[src/rtl/cramp_pkg.sv]
package cramp_pkg;

    typedef enum logic [1:0] {
        ST_IDLE  = 2'd0,
        ST_RAMP  = 2'd1,
        ST_TRACK = 2'd2
    } cramp_state_e;

    typedef enum logic [1:0] {
        STEP_HOLD  = 2'd0,
        STEP_UP    = 2'd1,
        STEP_DOWN  = 2'd2,
        STEP_CLEAR = 2'd3
    } cramp_step_e;

endpackage

[src/rtl/cramp_updown.sv]
module cramp_updown
    import cramp_pkg::*;
#(
    parameter int W = 8
) (
    input  logic        clk,
    input  logic        rst,
    input  cramp_step_e step_i,
    output logic [W-1:0] count_o,
    output logic [W-1:0] count_nxt_o,
    output logic        at_max_o
);
    localparam logic [W-1:0] TOP  = {W{1'b1}};
    localparam logic [W-1:0] ZERO = '0;
    localparam logic [W-1:0] ONE  = W'(1);

    logic [W-1:0] count_q;
    logic [W-1:0] count_d;
    logic         at_zero;

    assign at_zero  = (count_q == ZERO);
    assign at_max_o = (count_q == TOP);

    // saturating step: never wraps at either end
    always_comb begin
        count_d = count_q;
        unique case (step_i)
            STEP_UP:    if (!at_max_o) count_d = count_q + ONE;
            STEP_DOWN:  if (!at_zero)  count_d = count_q - ONE;
            STEP_CLEAR: count_d = ZERO;
            STEP_HOLD:  count_d = count_q;
        endcase
    end

    always_ff @(posedge clk) begin
        if (rst) count_q <= ZERO;
        else     count_q <= count_d;
    end

    assign count_o     = count_q;
    assign count_nxt_o = count_d;
endmodule

[src/rtl/cramp_hold_reg.sv]
module cramp_hold_reg #(
    parameter int W = 8
) (
    input  logic         clk,
    input  logic         rst,
    input  logic         load_i,
    input  logic [W-1:0] d_i,
    output logic [W-1:0] q_o
);
    logic [W-1:0] q;

    always_ff @(posedge clk) begin
        if (rst)         q <= '0;
        else if (load_i) q <= d_i;
    end

    assign q_o = q;
endmodule

[src/rtl/cramp_seq.sv]
module cramp_seq
    import cramp_pkg::*;
(
    input  logic         clk,
    input  logic         rst,
    input  logic         start_i,
    input  logic         track_req_i,
    input  logic         cmp_above_i,
    input  logic         at_max_i,
    output cramp_state_e state_o,
    output cramp_step_e  step_o,
    output logic         load_o,
    output logic         done_o,
    output logic         busy_o
);
    cramp_state_e state, state_nxt;
    cramp_step_e  step;
    logic         finish, crossed, load;
    logic         cmp_q, seen_q, done_q;

    // next-state and step decision
    always_comb begin
        state_nxt = state;
        step      = STEP_HOLD;
        finish    = 1'b0;
        crossed   = 1'b0;
        load      = 1'b0;
        unique case (state)
            ST_IDLE: begin
                if (start_i) begin
                    step      = STEP_CLEAR;
                    state_nxt = track_req_i ? ST_TRACK : ST_RAMP;
                end
            end
            ST_RAMP: begin
                if (!cmp_above_i || at_max_i) begin
                    finish    = 1'b1;
                    load      = 1'b1;
                    state_nxt = ST_IDLE;
                end else begin
                    step = STEP_UP;
                end
            end
            ST_TRACK: begin
                if (!track_req_i) begin
                    state_nxt = ST_IDLE;
                end else begin
                    step    = cmp_above_i ? STEP_UP : STEP_DOWN;
                    load    = 1'b1;
                    crossed = seen_q && cmp_q && !cmp_above_i;
                end
            end
            default: state_nxt = ST_IDLE;
        endcase
    end

    // state register
    always_ff @(posedge clk) begin
        if (rst) state <= ST_IDLE;
        else     state <= state_nxt;
    end

    // registered outputs and comparator history
    always_ff @(posedge clk) begin
        if (rst) begin
            done_q <= 1'b0;
            cmp_q  <= 1'b0;
            seen_q <= 1'b0;
        end else begin
            done_q <= finish | crossed;
            if (state == ST_TRACK && track_req_i) begin
                cmp_q  <= cmp_above_i;
                seen_q <= 1'b1;
            end else begin
                seen_q <= 1'b0;
            end
        end
    end

    assign state_o = state;
    assign step_o  = step;
    assign load_o  = load;
    assign done_o  = done_q;
    assign busy_o  = (state != ST_IDLE);
endmodule

[src/rtl/cramp_adc_ctrl.sv]
module cramp_adc_ctrl
    import cramp_pkg::*;
#(
    parameter int CODE_W = 8
) (
    input  logic              clk,
    input  logic              rst,
    input  logic              start_i,
    input  logic              track_mode_i,
    input  logic              cmp_above_i,
    output logic [CODE_W-1:0] dac_code_o,
    output logic [CODE_W-1:0] result_o,
    output logic              done_o,
    output logic              busy_o
);
    cramp_state_e      st;
    cramp_step_e       step;
    logic              at_max;
    logic              load;
    logic [CODE_W-1:0] code, code_nxt;

    cramp_seq u_seq (
        .clk         (clk),
        .rst         (rst),
        .start_i     (start_i),
        .track_req_i (track_mode_i),
        .cmp_above_i (cmp_above_i),
        .at_max_i    (at_max),
        .state_o     (st),
        .step_o      (step),
        .load_o      (load),
        .done_o      (done_o),
        .busy_o      (busy_o)
    );

    cramp_updown #(.W(CODE_W)) u_cnt (
        .clk         (clk),
        .rst         (rst),
        .step_i      (step),
        .count_o     (code),
        .count_nxt_o (code_nxt),
        .at_max_o    (at_max)
    );

    cramp_hold_reg #(.W(CODE_W)) u_res (
        .clk    (clk),
        .rst    (rst),
        .load_i (load),
        .d_i    (code_nxt),
        .q_o    (result_o)
    );

    assign dac_code_o = code;
endmodule

[config.mk]
export PLATFORM = sky130hd
export DESIGN_NAME = cramp_adc_ctrl
export DESIGN_NICKNAME = d
export VERILOG_FILES = /design/src/rtl/cramp_pkg.sv /design/src/rtl/cramp_updown.sv /design/src/rtl/cramp_hold_reg.sv /design/src/rtl/cramp_seq.sv /design/src/rtl/cramp_adc_ctrl.sv
export SDC_FILE = /design/constraint.sdc
export NUM_CORES = 1
export LEC_CHECK = 0
export BUFFER_PORTS_ARGS = -buffer_cell sky130_fd_sc_hd__buf_2
export CAP_MARGIN = 10
export CORE_ASPECT_RATIO = 0.8
export CORE_MARGIN = 5
export CORE_UTILIZATION = 40
export CTS_CLUSTER_SIZE = 30
export DETAILED_ROUTE_END_ITERATION = 8
export PLACE_DENSITY_LB_ADDON = 0.25
export SYNTH_ARGS = -nofsm -noshare
export SYNTH_HDL_FRONTEND = slang
export SYNTH_HIERARCHICAL = 1
export SYNTH_SLANG_ARGS = --single-unit
[constraint.sdc]
create_clock -name clk -period 3.6 [get_ports clk]
set_input_delay 0 -clock clk [delete_from_list [all_inputs] [get_ports clk]]
set_output_delay 0 -clock clk [all_outputs]
set_load 0.02 [all_outputs]
==> reports/metrics.cfg <==
[cells_and_area]
fill_cells=327
fin_nets=205
multi_input_area_um2=948
n_antenna_cell=0
mostFrequentLayoutCells=buf_2, dfxtp_1, nor2_1
drive_above_1_share=0.229
areaGrowthSynthToFinish_pct=11.0
final_common_cell=buf_2
seq_area_um2=420

[global_routing]
grt_max_degree=25
track_usage=0.149
grt_pass1_vias=1332
grt_pass1_wl_mm=6.27
antenna_found_initial=0
grt_overflow=0

[clocking]
clk_latency_ps=260
clkTransAtPathRegs_ps=80
cts_sinks=21
cts_setup_buffers=0
cts_hold_buf=0
cts_max_level=1
cts_root_buffer=clkbuf_8
numCtsBuffers=3
cts_buffer_depth=2
tritoncts=done
cts_resized=0

[worst_setup_path]
cp_top_family=simple AND/OR/NAND/NOR gates
crit_buf_inv=0
crit_chain=ha_1 > nand2_1 > nor4b_1 > nand3b_2 > a21oi_1 > nand2b_2 > or4_4 > nand3_1 > mux2i_1 > nor2_1
critPathRequiredTime_ps=3800
r2r_start=u_cnt/count_o[1]
slowest_stage=a21oi_1
arrival_ps=3260
worstSetupPathType=register to register
critPathLaunch=u_cnt/count_o[1]
cpPeakStageDelay_ps=780
cp-start-kind=register
critPathMaxFanout=11
end_kind=register

[logic_synthesis]
ys_warn_count=6
synthAdderAreaFrac=0.0591
synth_cells=173
synth_top_family_by_area=simple AND/OR/NAND/NOR gates
synth_edf_count=0
syn_area_um2=1480
ys_ff_latch=21
synth_compound_area_frac=0.237
synth.avg_cell_area_um2=8.57
yosysSeqAreaShare=0.284
synthXorXnorAreaFrac=0.00591
synth-main-ff-cell=dfxtp_1
synth.net_count=185
synth_simple_gate_area_frac=0.277
synth_mux_area_frac=0.0608
synth_cell_types=59
async_flop_share=0

[floorplan]
num_rows=19
start_util=0.424
die_y_um=64.5
ioPinCount=23
core_area_um2=3490
die-area_um2=5030
dieWidth_um=78.1

[timing]
worst_slew_pin_slew_ps=992
finalHoldViolCount=0
rsz0062_at_grt=false
finalClockSkew_ps=1.26
final.period_utilization=0.850
slew_viol_final=0
fmax_ghz=0.327
layout_min_cycle_time_ps=3060
setup_viol=0
fin_tns_setup_ps=0
maxSlewHeadroom=0.339
whs_ps=14.2

[placement]
dp_hpwl_mm=2.69
io_buffers=22
gp_congestion=1.01

[detailed_routing]
firstDrtPassIters=4
drc=0
initialDrtViolationCount=82
wl_per_cell_um=16.1
avgViaCountPerCell=6.14
vias=1436
wirelength_mm=3.77
ant_nets=0

[status]
outcome=finished clean

[min_path]
min_from=track_mode_i
min_path_type=input port to register

[power]
power.leakage_nw=0.682
worst_ir_drop_vdd_v=0.000240
powerDensity_nw_per_um2=524

[flow_run]
drv_cap=0

[through the flow]
step                area [um^2]  total power [mW]   util  setup WS (ps)  std cells
floorplan                  1480             0.605      -           1080        173
global placement           1600             0.701  0.458            657        230
detailed placement         1600             0.697  0.458            639        230
CTS                        1650             0.856  0.471            604        234
global route               1650             0.917  0.471            305        234
finish                     1650             0.862  0.471            542        234
[synth_stat cells, types with 3 or more instances]
library cell  count  share of area
nand2_1           8          0.020
buf_2             4          0.014
ha_1              7          0.059
buf_6             4          0.030
mux2i_1           9          0.061
or4_1             3          0.015
inv_1            10          0.025
nand3_1           9          0.030
a21oi_1           7          0.024
o21ai_0           4          0.014
a311o_1           3          0.020
nor2_1           18          0.046
dfxtp_1          21           0.28
a31oi_1           5          0.021
nand4_1           4          0.017
o211ai_1          3          0.015
[worst register-to-register path, cell delays in order, from the launching register on]
cell	delay, ps
dfxtp_1	390
ha_1	270
nand2_1	130
nor4b_1	80
nand3b_2	250
a21oi_1	780
nand2b_2	260
or4_4	580
nand3_1	100
mux2i_1	70
nor2_1	90
[final cells by class]
cell class	instances	share of cell area
sequential	21	0.256
multi-input combinational	131	0.576
tap	42	0.0319
clock inverter	1	0.00304
timing repair buffer	26	0.0852
clock buffer	3	0.0251
inverter	10	0.0228
[state kept, by name, indices dropped and copies added, names as in the netlist]
| name | count |
|---|---|
| u_cnt/count_o | 8 |
| u_res/q_o | 8 |
| u_seq/cmp_q | 1 |
| u_seq/done_o | 1 |
| u_seq/seen_q | 1 |
| u_seq/state_o | 2 |
[final timing paths]
| check | cells past startpoint | slack [ps] | to |
|---|---|---|---|
| worst max register to register | 10 | 540 | u_res/q_o[5] |
| worst max-delay path | 10 | 540 | u_res/q_o[5] |
| worst min register to register | 2 | 470 | u_seq/cmp_q |
| worst min-delay path | 2 | 10 | u_seq/state_o[0] |
[power breakdown]
part | switching (mW) | total (mW) | internal [mW]
Combinational | 0.248 | 0.411 | 0.163
Clock | 0.0821 | 0.159 | 0.0772
Sequential | 0.0372 | 0.291 | 0.254
Total | 0.367 | 0.862 | 0.495
[layer usage]
metal  share of wire  GRT usage
met1            0.48      0.226
met2            0.41      0.208
met3           0.094     0.0222
met4           0.015     0.0591
met5               0          0
[logic make-up (layout without fill, tap and decap cells)]
kind of cell / Yosys count / count (layout)
xor+xnor: 1 / 1
buf+inv: 21 / 40
simple gates: 68 / 68
fa+ha+maj: 7 / 7
compound gates: 46 / 46
flops: 21 / 21
mux: 9 / 9
(Power assumes the default switching activity.)
